## config.mk

```make
export PLATFORM = sky130hd
export DESIGN_NAME = ts_stamp_timer
export DESIGN_NICKNAME = d
export VERILOG_FILES = /design/src/rtl/ts_pkg.sv /design/src/rtl/ts_count_core.sv /design/src/rtl/ts_hi_shadow.sv /design/src/rtl/ts_bus_port.sv /design/src/rtl/ts_stamp_timer.sv
export SDC_FILE = /design/constraint.sdc
export NUM_CORES = 1
export LEC_CHECK = 0
export ABC_AREA = 1
export CORE_MARGIN = 2
export CORE_UTILIZATION = 56
export DETAILED_ROUTE_END_ITERATION = 16
export PLACE_DENSITY_LB_ADDON = 0.15
export SLEW_MARGIN = 5
export SYNTH_ARGS = -nofsm -noshare
export SYNTH_HDL_FRONTEND = slang
export SYNTH_SLANG_ARGS = --single-unit
```

## constraint.sdc

```tcl
create_clock -name clk -period 3.05 [get_ports clk]
set_input_delay 0.4575 -clock clk [delete_from_list [all_inputs] [get_ports clk]]
set_output_delay 0.4575 -clock clk [all_outputs]
set_load 0.05 [all_outputs]
```

## src/rtl/ts_pkg.sv

```systemverilog
`timescale 1ns/1ps
package ts_pkg;
  // register selected by a request offset
  typedef enum logic [1:0] {
    SEL_NONE = 2'd0,
    SEL_LOW  = 2'd1,
    SEL_HIGH = 2'd2
  } ts_sel_e;
endpackage

```

## src/rtl/ts_count_core.sv

```systemverilog
`timescale 1ns/1ps
module ts_count_core #(
  parameter int CNT_W = 40
) (
  input  logic             clk,
  input  logic             rst_n,
  input  logic             en_i,
  input  logic             tick_i,
  output logic [CNT_W-1:0] cnt_o
);
  logic [CNT_W-1:0] cnt_q;
  logic             step;

  assign step = en_i & tick_i;

  always_ff @(posedge clk) begin
    if (!rst_n)    cnt_q <= '0;
    else if (step) cnt_q <= cnt_q + 1'b1;   // wraps modulo 2^CNT_W
  end

  assign cnt_o = cnt_q;

  AST_IDLE_HOLDS: assert property (@(posedge clk) disable iff (!rst_n)
    !(en_i && tick_i) |=> $stable(cnt_o));
  AST_ONE_PER_TICK: assert property (@(posedge clk) disable iff (!rst_n)
    (en_i && tick_i) |=> cnt_o == CNT_W'($past(cnt_o) + 1'b1));
endmodule

```

## src/rtl/ts_hi_shadow.sv

```systemverilog
`timescale 1ns/1ps
module ts_hi_shadow #(
  parameter int HI_W = 8
) (
  input  logic            clk,
  input  logic            rst_n,
  input  logic            cap_i,   // low word read accepted
  input  logic            use_i,   // high register read accepted
  input  logic [HI_W-1:0] live_i,
  output logic [HI_W-1:0] hi_o
);
  logic [HI_W-1:0] sh_q;
  logic            sh_vld_q;

  always_ff @(posedge clk) begin
    if (!rst_n) begin
      sh_q     <= '0;
      sh_vld_q <= 1'b0;
    end else if (cap_i) begin
      sh_q     <= live_i;
      sh_vld_q <= 1'b1;
    end else if (use_i) begin
      sh_vld_q <= 1'b0;
    end
  end

  assign hi_o = sh_vld_q ? sh_q : live_i;

  AST_SHADOW_ARMED: assert property (@(posedge clk) disable iff (!rst_n)
    cap_i |=> sh_vld_q);
  AST_SHADOW_SPENT: assert property (@(posedge clk) disable iff (!rst_n)
    (use_i && !cap_i) |=> !sh_vld_q);
  AST_ONE_ACCESS: assert property (@(posedge clk) disable iff (!rst_n)
    !(cap_i && use_i));
endmodule

```

## src/rtl/ts_bus_port.sv

```systemverilog
`timescale 1ns/1ps
module ts_bus_port
  import ts_pkg::*;
#(
  parameter int                ADDR_W = 8,
  parameter int                DATA_W = 32,
  parameter int                LO_W   = 32,
  parameter int                HI_W   = 8,
  parameter logic [ADDR_W-1:0] LO_OFS = ADDR_W'('h60),
  parameter logic [ADDR_W-1:0] HI_OFS = ADDR_W'('h64)
) (
  input  logic              clk,
  input  logic              rst_n,
  input  logic              req_valid_i,
  output logic              req_ready_o,
  input  logic              req_write_i,
  input  logic [ADDR_W-1:0] req_addr_i,
  input  logic [DATA_W-1:0] req_wdata_i,
  output logic              rsp_valid_o,
  input  logic              rsp_ready_i,
  output logic [DATA_W-1:0] rsp_rdata_o,
  input  logic [LO_W-1:0]   cnt_lo_i,
  input  logic [HI_W-1:0]   hi_val_i,
  output logic              en_o,
  output logic              cap_o,
  output logic              use_o
);
  localparam int EN_BIT = HI_W;

  ts_sel_e           sel;
  logic              acc, rd_lo, rd_hi, wr_hi;
  logic              en_q, rsp_vld_q;
  logic [DATA_W-1:0] rsp_q, lo_word, hi_word, rd_next;
  logic              unused_wbits;

  always_comb begin
    if (req_addr_i == LO_OFS)      sel = SEL_LOW;
    else if (req_addr_i == HI_OFS) sel = SEL_HIGH;
    else                           sel = SEL_NONE;
  end

  assign req_ready_o  = !rsp_vld_q || rsp_ready_i;
  assign acc          = req_valid_i && req_ready_o;
  assign rd_lo        = acc && !req_write_i && (sel == SEL_LOW);
  assign rd_hi        = acc && !req_write_i && (sel == SEL_HIGH);
  assign wr_hi        = acc &&  req_write_i && (sel == SEL_HIGH);
  assign unused_wbits = ^req_wdata_i;

  always_comb begin
    lo_word             = '0;
    lo_word[LO_W-1:0]   = cnt_lo_i;
    hi_word             = '0;
    hi_word[HI_W-1:0]   = hi_val_i;
    hi_word[EN_BIT]     = en_q;
    if (rd_lo)      rd_next = lo_word;
    else if (rd_hi) rd_next = hi_word;
    else            rd_next = '0;
  end

  always_ff @(posedge clk) begin
    if (!rst_n)     en_q <= 1'b0;
    else if (wr_hi) en_q <= req_wdata_i[EN_BIT];
  end

  always_ff @(posedge clk) begin
    if (!rst_n) begin
      rsp_vld_q <= 1'b0;
      rsp_q     <= '0;
    end else if (acc) begin
      rsp_vld_q <= 1'b1;
      rsp_q     <= rd_next;
    end else if (rsp_ready_i) begin
      rsp_vld_q <= 1'b0;
    end
  end

  assign rsp_valid_o = rsp_vld_q;
  assign rsp_rdata_o = rsp_q;
  assign en_o        = en_q;
  assign cap_o       = rd_lo;
  assign use_o       = rd_hi;

  AST_RSP_FOLLOWS: assert property (@(posedge clk) disable iff (!rst_n)
    (req_valid_i && req_ready_o) |=> rsp_valid_o);
  AST_RSP_HOLD: assert property (@(posedge clk) disable iff (!rst_n)
    (rsp_valid_o && !rsp_ready_i) |=> (rsp_valid_o && $stable(rsp_rdata_o)));
  AST_STALL_BLOCKS: assert property (@(posedge clk) disable iff (!rst_n)
    (rsp_valid_o && !rsp_ready_i) |-> !req_ready_o);
  AST_HI_UPPER_ZERO: assert property (@(posedge clk) disable iff (!rst_n)
    rd_hi |=> rsp_rdata_o[DATA_W-1:EN_BIT+1] == '0);
  AST_WRITE_ZERO: assert property (@(posedge clk) disable iff (!rst_n)
    (acc && req_write_i) |=> rsp_rdata_o == '0);
endmodule

```

## src/rtl/ts_stamp_timer.sv

```systemverilog
`timescale 1ns/1ps
module ts_stamp_timer #(
  parameter int                ADDR_W = 8,
  parameter int                DATA_W = 32,
  parameter int                LO_W   = 32,
  parameter int                HI_W   = 8,
  parameter logic [ADDR_W-1:0] LO_OFS = ADDR_W'('h60),
  parameter logic [ADDR_W-1:0] HI_OFS = ADDR_W'('h64)
) (
  input  logic              clk,
  input  logic              rst_n,
  input  logic              tick_i,
  input  logic              req_valid_i,
  output logic              req_ready_o,
  input  logic              req_write_i,
  input  logic [ADDR_W-1:0] req_addr_i,
  input  logic [DATA_W-1:0] req_wdata_i,
  output logic              rsp_valid_o,
  input  logic              rsp_ready_i,
  output logic [DATA_W-1:0] rsp_rdata_o
);
  localparam int CNT_W = LO_W + HI_W;

  logic [CNT_W-1:0] cnt;
  logic [HI_W-1:0]  hi_val;
  logic             en, cap, use_sh;

  ts_count_core #(.CNT_W(CNT_W)) u_core (
    .clk    (clk),
    .rst_n  (rst_n),
    .en_i   (en),
    .tick_i (tick_i),
    .cnt_o  (cnt)
  );

  ts_hi_shadow #(.HI_W(HI_W)) u_shadow (
    .clk    (clk),
    .rst_n  (rst_n),
    .cap_i  (cap),
    .use_i  (use_sh),
    .live_i (cnt[CNT_W-1:LO_W]),
    .hi_o   (hi_val)
  );

  ts_bus_port #(
    .ADDR_W (ADDR_W),
    .DATA_W (DATA_W),
    .LO_W   (LO_W),
    .HI_W   (HI_W),
    .LO_OFS (LO_OFS),
    .HI_OFS (HI_OFS)
  ) u_port (
    .clk         (clk),
    .rst_n       (rst_n),
    .req_valid_i (req_valid_i),
    .req_ready_o (req_ready_o),
    .req_write_i (req_write_i),
    .req_addr_i  (req_addr_i),
    .req_wdata_i (req_wdata_i),
    .rsp_valid_o (rsp_valid_o),
    .rsp_ready_i (rsp_ready_i),
    .rsp_rdata_o (rsp_rdata_o),
    .cnt_lo_i    (cnt[LO_W-1:0]),
    .hi_val_i    (hi_val),
    .en_o        (en),
    .cap_o       (cap),
    .use_o       (use_sh)
  );
endmodule

```

==> flow_summary.ini, run 1 <==
[setup_path]
path_class = primary input to primary output
crit_family = buffers and inverters
cp.required_ps = 2590
cp_num_buf_inv = 3
start_kind = primary input
cp_common_cell = clkdlybuf4s50_1
end_kind = primary output
cp_cell_sequence = clkdlybuf4s50_1 > inv_1 > nand2_1 > clkdlybuf4s50_1
max_stage_delay_ps = 820
path_max_fanout = 3
worstPathArrival_ps = 1850
slowest_stage = clkdlybuf4s50_1

[cells_and_area]
antenna_cells = 0
drive_gt1_share_pct = 7.90
syn2layout_area_growth_pct = 19.2
nNetsFinal = 714
register_area_sq_um = 1660
fillCellCount = 663
multi_input_area_sq_um = 2100
stdcell_area_sq_um = 4920

[clock_tree]
clockBufferDepth = 2
cts_hold_buf = 0
worstSkewPairLatency_ps = 360
htreeDepth = 3
cts_resized = 0
post_cts_buffers = 0
root_buffer = clkbuf_8
numCtsBuffers = 9
cts_tree = done
clkSlewWorstSetupHoldPaths_ps = 80
cts.sinks = 83

[synthesis]
synth_top_cell_area_share_pct = 40.2
synth-edff-count = 0
synth_most_common_cell = nand2_1
synth_ff_type = dfxtp_1
syn_avg_cell_area_sq_um = 6.63
yosysWarnings = 0
synth_top_area_cell = dfxtp_1
synth_area_leaders = dfxtp_1 40%, nand2_1 14%, nand3_1 9.9%, nor2_1 7.6%, inv_1 6.2%
ys_seq_area_share_pct = 40.2
yosysUniqueCellTypes = 28
synth_seq_cells = 83
syn_nets = 670
synth_cells = 623
synth_common_cells = 153 x nand2_1, 84 x nor2_1, 83 x dfxtp_1, 82 x nand3_1, 68 x inv_1
ys_async_sr_fraction_pct = 0
netlist_area_sq_um = 4130

[sta]
fmax_ghz = 0.434
worst_slew_pin_slew_ps = 666
hold_viol = 0
rsz0062_at_grt = false
report.final.slew_viol_count = 0
fin_tns_setup_ps = 0
max_slew_margin_pct = 55.4
final-setup-viol-count = 0
min_period_ps = 2310
skew_ps = 11.2
final.period_utilization_pct = 75.6
layout_setup_ws_ps = 745

[power]
p_leak_nw = 1.83
ir_worst_vdd_uv = 304
power_mw = 2.10
powerDensity_nw_per_um2 = 428

[floorplanning]
ios = 80
start_util_pct = 57.2
rows = 31
die_w_microns = 89.9
dieArea_sq_um = 8080
coreArea_sq_um = 7210
die_y_microns = 89.9

[grt]
grt_pass1_vias = 3718
antenna_found_initial = 0
grt_max_degree = 42
grt_first_pass_wirelength_microns = 16800
grt_overflow_total = 0
grt_usage_pct = 25.2

[routing]
drc = 0
dr.first_iter.drc_count = 353
drtAntennaViolNets = 0
viasPerCell = 5.38
post_drt_wl_per_cell_microns = 13.3
dr.pass1.iters = 5
vias = 4144
finalWirelength_microns = 10200

[placed_design]
post-place-ws_ps = 741
place_hpwl_microns = 7230
gp_congestion = 0.883
port_buffers = 48
place_area_sq_um = 4690

[hold_path]
hp-class = flop to flop

[flow_run]
drv_cap = 0

[run_status]
status = complete, no violations
per-layer routing:
layer  global-route usage, %  routed length [microns]  vias up
met5                       0                        0        -
met4                    7.44                      135        0
met3                    4.95                      630       12
met2                    43.3                     4980      132
met1                    32.3                     4460     1923
li1                        -                        -     2077
worst min-delay path, cell delays in order (launching register included):
cell     delay (ps)
dfxtp_1         320
nand2_1          60
a21oi_1          50
layout by cell type, fill, tap and decap left out, drive strengths merged, types with 2 or more instances in the layout:
master,netlist,final
and2,2,2
nor2,100,100
buf,13,8
clkdlybuf4s50,0,48
nor3,10,10
o21ai,20,20
nand2,161,161
a21oi,45,45
inv,70,70
xor2,4,4
nand3,86,86
clkinv,1,2
dfxtp,83,83
bufinv,0,3
nand4,13,13
clkbuf,10,10
report_power, final:
part	switching (mW)	leakage (nW)	internal (mW)	total, mW
clock	0.393	0.112	0.538	0.931
combinational	0.0580	1.05	0.0312	0.0892
sequential	0.000576	0.668	1.08	1.08
sequential cells by signal, indices dropped and copies added, names as in the netlist:
| name | count |
|---|---|
| u_port.rsp_rdata_o | 32 |
| u_port.rsp_valid_o | 1 |
| u_port.en_o | 1 |
| u_shadow.sh_vld_q | 1 |
| u_core.cnt_o | 40 |
| u_shadow.sh_q | 8 |
layout make-up:
cell class | instances | area share (%)
Clock buffer | 10 | 2.59
Clock inverter | 5 | 2.09
Inverter | 71 | 5.42
Multi-Input combinational cell | 446 | 42.6
Sequential cell | 83 | 33.8
Tap cell | 99 | 2.52
Timing Repair Buffer | 56 | 11.0
path summary, 6_finish.rpt:
path	startpoint	end	slack, ps	cells after the start
max	rsp_ready_i	req_ready_o	740	4
min reg2reg	u_port.rsp_rdata_o[29]	u_port.rsp_rdata_o[29]	470	2
max reg2reg	u_core.cnt_o[0]	u_core.cnt_o[34]	1190	9
min	u_port.rsp_rdata_o[29]	u_port.rsp_rdata_o[29]	470	2
metrics by stage:
stage / utilization, % / instances / hold slack (ps)
final: 68.2 / 770 / 467
after global placement: 65.0 / 755 / 448
after detailed placement: 65.0 / 755 / 456
after floorplan: - / 623 / 441
after CTS: 68.2 / 770 / 466
after global routing: 68.2 / 770 / 483
kinds of logic after synthesis:
kind of cell | after synthesis | synth area share, %
fa+ha+maj | 1 | 0.303
compound gates | 66 | 8.06
buf+inv | 94 | 9.03
xor+xnor | 5 | 1.06
simple gates | 374 | 41.3
flops | 83 | 40.2
Power figures use the tool's default switching activity.
==> run 2, diff against run 1 <==
--- a/config.mk
+++ b/config.mk
@@ -7,7 +7,7 @@
 export LEC_CHECK = 0
 export ABC_AREA = 1
 export CORE_MARGIN = 2
-export CORE_UTILIZATION = 56
+export CORE_UTILIZATION = 47
 export DETAILED_ROUTE_END_ITERATION = 16
 export PLACE_DENSITY_LB_ADDON = 0.15
 export SLEW_MARGIN = 5
==> constraint.sdc (replaced) <==
create_clock -name clk -period 2 [get_ports clk]
set_input_delay 0.3 -clock clk [delete_from_list [all_inputs] [get_ports clk]]
set_output_delay 0.3 -clock clk [all_outputs]
set_load 0.05 [all_outputs]
==> run 2 against run 1 <==
Sequential power rose by 53%; die area rose by 18%; total power rose by 53%; critical path depth fell by 3; sequential cell count did not move; setup slack got worse by 560 ps; clock-buffer cell count fell by 1; critical path type is now flop to primary output; highest routed layer unchanged.
==> flow_summary.ini, run 2 (synthesized netlist as in run 1, its figures left out) <==
[cells_and_area]
syn2layout_area_growth_pct = 20.5
stdcell_area_sq_um = 4970
stdcell_count = 780
largest_reg_flops = 40
post-route-util_pct = 57.6
fillCellCount = 828
antenna_cells = 0
final_common_cell = nand2_1
nNetsFinal = 715
drive_gt1_share_pct = 8.48
final_cell_mix = 152 x nand2_1, 83 x nor2_1, 83 x dfxtp_1, 82 x nand3_1, 68 x inv_1

[setup_path]
cp_cell_sequence = clkdlybuf4s50_1
reg2reg_slack_ps = 330
start_kind = flop
crit_family = buffers and inverters
path_class = flop to primary output
crit_path_start = u_port.rsp_rdata_o[13]
cp_num_buf_inv = 1
path_depth = 1
worstPathArrival_ps = 1520
r2r_end = u_core.cnt_o[34]
end_kind = primary output
reg2regPathDepth = 9
path_max_fanout = 2
r2r-start = u_core.cnt_o[0]
slowest_stage = clkdlybuf4s50_1
cp.required_ps = 1700
max_stage_delay_ps = 810
crit_path_end = rsp_rdata_o[13]

[power]
p_sw_share_pct = 21.6
pwr-share-comb_pct = 4.4
power_mw = 3.22
p_int_mw = 2.52
power.switching_mw = 0.695
p_leak_nw = 1.86
pwr-share-clk_pct = 44.2
pwr-share-seq_pct = 51.4
ir_worst_vdd_uv = 301
powerDensity_nw_per_um2 = 646

[grt]
antenna_found_initial = 0
grt_pass1_vias = 3756
grt_overflow_total = 0
grt_first_pass_wirelength_microns = 17300
grt_usage_pct = 22.1
grt_max_degree = 44

[routing]
vias = 4002
drc = 0
dr.first_iter.drc_count = 270
drtAntennaViolNets = 0
dr.pass1.iters = 5
viasPerCell = 5.13
finalWirelength_microns = 10100
post_drt_wl_per_cell_microns = 12.9

[clock_tree]
clockBufferDepth = 2
cts_resized = 0
numCtsBuffers = 9
cts_tree = done
worstSkewPairLatency_ps = 360
post_cts_buffers = 0
root_buffer = clkbuf_8
cts.sinks = 83
cts_hold_buf = 0
htreeDepth = 3
clkSlewWorstSetupHoldPaths_ps = 80

[floorplanning]
die_y_microns = 97.7
coreArea_sq_um = 8640
rows = 34
dieArea_sq_um = 9550
ios = 80
start_util_pct = 47.8
die_w_microns = 97.7

[sta]
final-setup-viol-count = 0
rsz0062_at_grt = false
min_period_ps = 1820
worst_slew_pin_slew_ps = 512
final.period_utilization_pct = 91.0
fmax_ghz = 0.550
report.final.slew_viol_count = 0
hold_viol = 0
max_slew_margin_pct = 65.8
skew_ps = 6.28
fin_tns_setup_ps = 0

[flow_run]
drv_cap = 0

[placed_design]
place_hpwl_microns = 7320
place_area_sq_um = 4750
dp_cells = 765
port_buffers = 48
gp_congestion = 0.850

[run_status]
status = complete, no violations

[hold_path]
hp-class = flop to flop
[run 2: final cells by class]
cell class                 instances  area (sq um)  area share, %
clock inverter                     6           105           2.11
inverter                          71           267           5.36
sequential                        83          1660           33.4
timing repair buffer              57           583           11.7
tap                              108           135           2.72
multi-input combinational        446          2100           42.2
clock buffer                       9           124           2.49
[run 2: power groups by stage]
stage | clock, mW | sequential [mW] | combinational, mW
floorplan | 0 | 1.70 | 0.0721
global placement | 0 | 1.69 | 0.139
detailed placement | 0 | 1.69 | 0.141
CTS | 1.45 | 1.65 | 0.142
global route | 1.52 | 1.65 | 0.154
finish | 1.42 | 1.65 | 0.140
[run 2: worst min path at each step]
| stage | from | endpoint | cells after the start |
|---|---|---|---|
| floorplan | req_wdata_i[8] | u_port.en_o | 2 |
| CTS | u_shadow.sh_q[3] | u_shadow.sh_q[3] | 2 |
| finish | u_shadow.sh_q[0] | u_shadow.sh_q[0] | 2 |
| global route | u_shadow.sh_q[4] | u_shadow.sh_q[4] | 2 |
| global placement | u_shadow.sh_q[4] | u_shadow.sh_q[4] | 2 |
| detailed placement | u_shadow.sh_q[3] | u_shadow.sh_q[3] | 2 |
[run 2: routing by layer]
layer	part of all wire [%]	GRT usage [%]	vias to the layer above
li1	-	-	2075
met1	47	28.7	1848
met2	48	37.7	67
met3	3.7	4.15	12
met4	1.2	6.09	0
met5	0	0	-
[run 2: through the flow]
step / worst slack, ps / hold slack [ps]
finish: 181 / 467
global route: 121 / 480
CTS: 172 / 467
detailed placement: 115 / 455
global placement: 157 / 448
floorplan: 188 / 435
==> run 3, diff against run 2 <==
--- a/config.mk
+++ b/config.mk
@@ -6,7 +6,6 @@
 export NUM_CORES = 1
 export LEC_CHECK = 0
 export ABC_AREA = 1
-export CORE_MARGIN = 2
 export CORE_UTILIZATION = 47
 export DETAILED_ROUTE_END_ITERATION = 16
 export PLACE_DENSITY_LB_ADDON = 0.15
==> run 3 against run 2 <==
Clock-buffer cell count grew 1; non-clock buffer count is the same; core utilization grew 1.7 points; critical path type unchanged; largest power group unchanged; highest routed layer unchanged.
==> flow_summary.ini, run 3 (synthesized netlist as in run 1, its figures left out) <==
[power]
powerDensity_nw_per_um2 = 629
ir_worst_vdd_uv = 314
p_leak_nw = 1.84

[setup_path]
crit_family = buffers and inverters
path_class = flop to primary output
path_max_fanout = 2
max_stage_delay_ps = 810
cp.required_ps = 1700
cp_num_buf_inv = 1
slowest_stage = clkdlybuf4s50_1
cp_cell_sequence = clkdlybuf4s50_1
reg2reg_slack_ps = 290
start_kind = flop
worstPathArrival_ps = 1520
end_kind = primary output

[cells_and_area]
antenna_cells = 0
syn2layout_area_growth_pct = 19.8
final_common_cell = nand2_1
final_cell_mix = 152 x nand2_1, 83 x nor2_1, 83 x dfxtp_1, 82 x nand3_1, 68 x inv_1
nNetsFinal = 715
post-route-util_pct = 59.3
drive_gt1_share_pct = 8.33
fillCellCount = 790
stdcell_area_sq_um = 4950
register_area_sq_um = 1660
multi_input_area_sq_um = 2100
largest_reg_flops = 40

[floorplanning]
die_w_microns = 95.7
start_util_pct = 49.5
coreArea_sq_um = 8340
die_y_microns = 95.7
ios = 80
dieArea_sq_um = 9160
rows = 33

[sta]
final.period_utilization_pct = 91.2
fmax_ghz = 0.548
worst_slew_pin_slew_ps = 519
final-setup-viol-count = 0
fin_tns_setup_ps = 0
report.final.slew_viol_count = 0
max_slew_margin_pct = 65.3
skew_ps = 9.38
rsz0062_at_grt = false
min_period_ps = 1820
hold_viol = 0

[placed_design]
gp_congestion = 0.845
place_area_sq_um = 4740
port_buffers = 48
place_hpwl_microns = 7490

[clock_tree]
cts_hold_buf = 0
cts_resized = 0
numCtsBuffers = 9
cts_tree = done
clkSlewWorstSetupHoldPaths_ps = 90
worstSkewPairLatency_ps = 360
post_cts_buffers = 0
htreeDepth = 3
root_buffer = clkbuf_8
cts.sinks = 83
clockBufferDepth = 2

[routing]
dr.pass1.iters = 4
post_drt_wl_per_cell_microns = 13.3
finalWirelength_microns = 10300
dr.first_iter.drc_count = 213
drtAntennaViolNets = 0
vias = 4085
drc = 0
viasPerCell = 5.26

[flow_run]
drv_cap = 0

[grt]
grt_max_degree = 44
grt_first_pass_wirelength_microns = 17200
grt_overflow_total = 0
grt_usage_pct = 24.6
antenna_found_initial = 0
grt_pass1_vias = 3809

[hold_path]
hp-class = flop to flop

[run_status]
status = complete, no violations
## run 3: through the flow
step / total power, mW / hold WS, ps / std cells / worst slack [ps]
after global placement: 1.83 / 448 / 762 / 57.0
after CTS: 3.13 / 466 / 777 / 155
after floorplan: 1.77 / 435 / 623 / 188
after global routing: 3.21 / 486 / 777 / 96.0
final: 3.11 / 466 / 777 / 176
after detailed placement: 1.83 / 453 / 762 / 20.4
## run 3: worst paths after layout
check | start | end | depth (start not counted)
worst max register to register | u_core.cnt_o[1] | u_core.cnt_o[34] | 9
worst max-delay path | u_port.rsp_rdata_o[6] | rsp_rdata_o[6] | 1
worst min-delay path | u_port.rsp_rdata_o[12] | u_port.rsp_rdata_o[12] | 2
worst min register to register | u_port.rsp_rdata_o[12] | u_port.rsp_rdata_o[12] | 2
## run 3: per-layer routing
metal  up-vias  track usage [%]  routed length [microns]
li1       2075                -                        -
met1      1926             31.1                     4760
met2        72             42.1                     4930
met3        12             4.58                      454
met4         0             8.33                      157
met5         -                0                        0
## run 3: report_power, final
part           switching, mW  leakage, nW  internal, mW  total (mW)
clock                  0.624        0.106         0.696        1.32
combinational         0.0879         1.07        0.0517       0.140
sequential           0.00109        0.668          1.65        1.65
## run 3: cell type report
type,instances,area share (%)
multi-input cells,446,42.4
flip-flops and latches,83,33.6
repair buffers,57,11.8
inverters,71,5.39
well taps,105,2.65
clock buffers,10,2.58
clock inverters,5,1.59
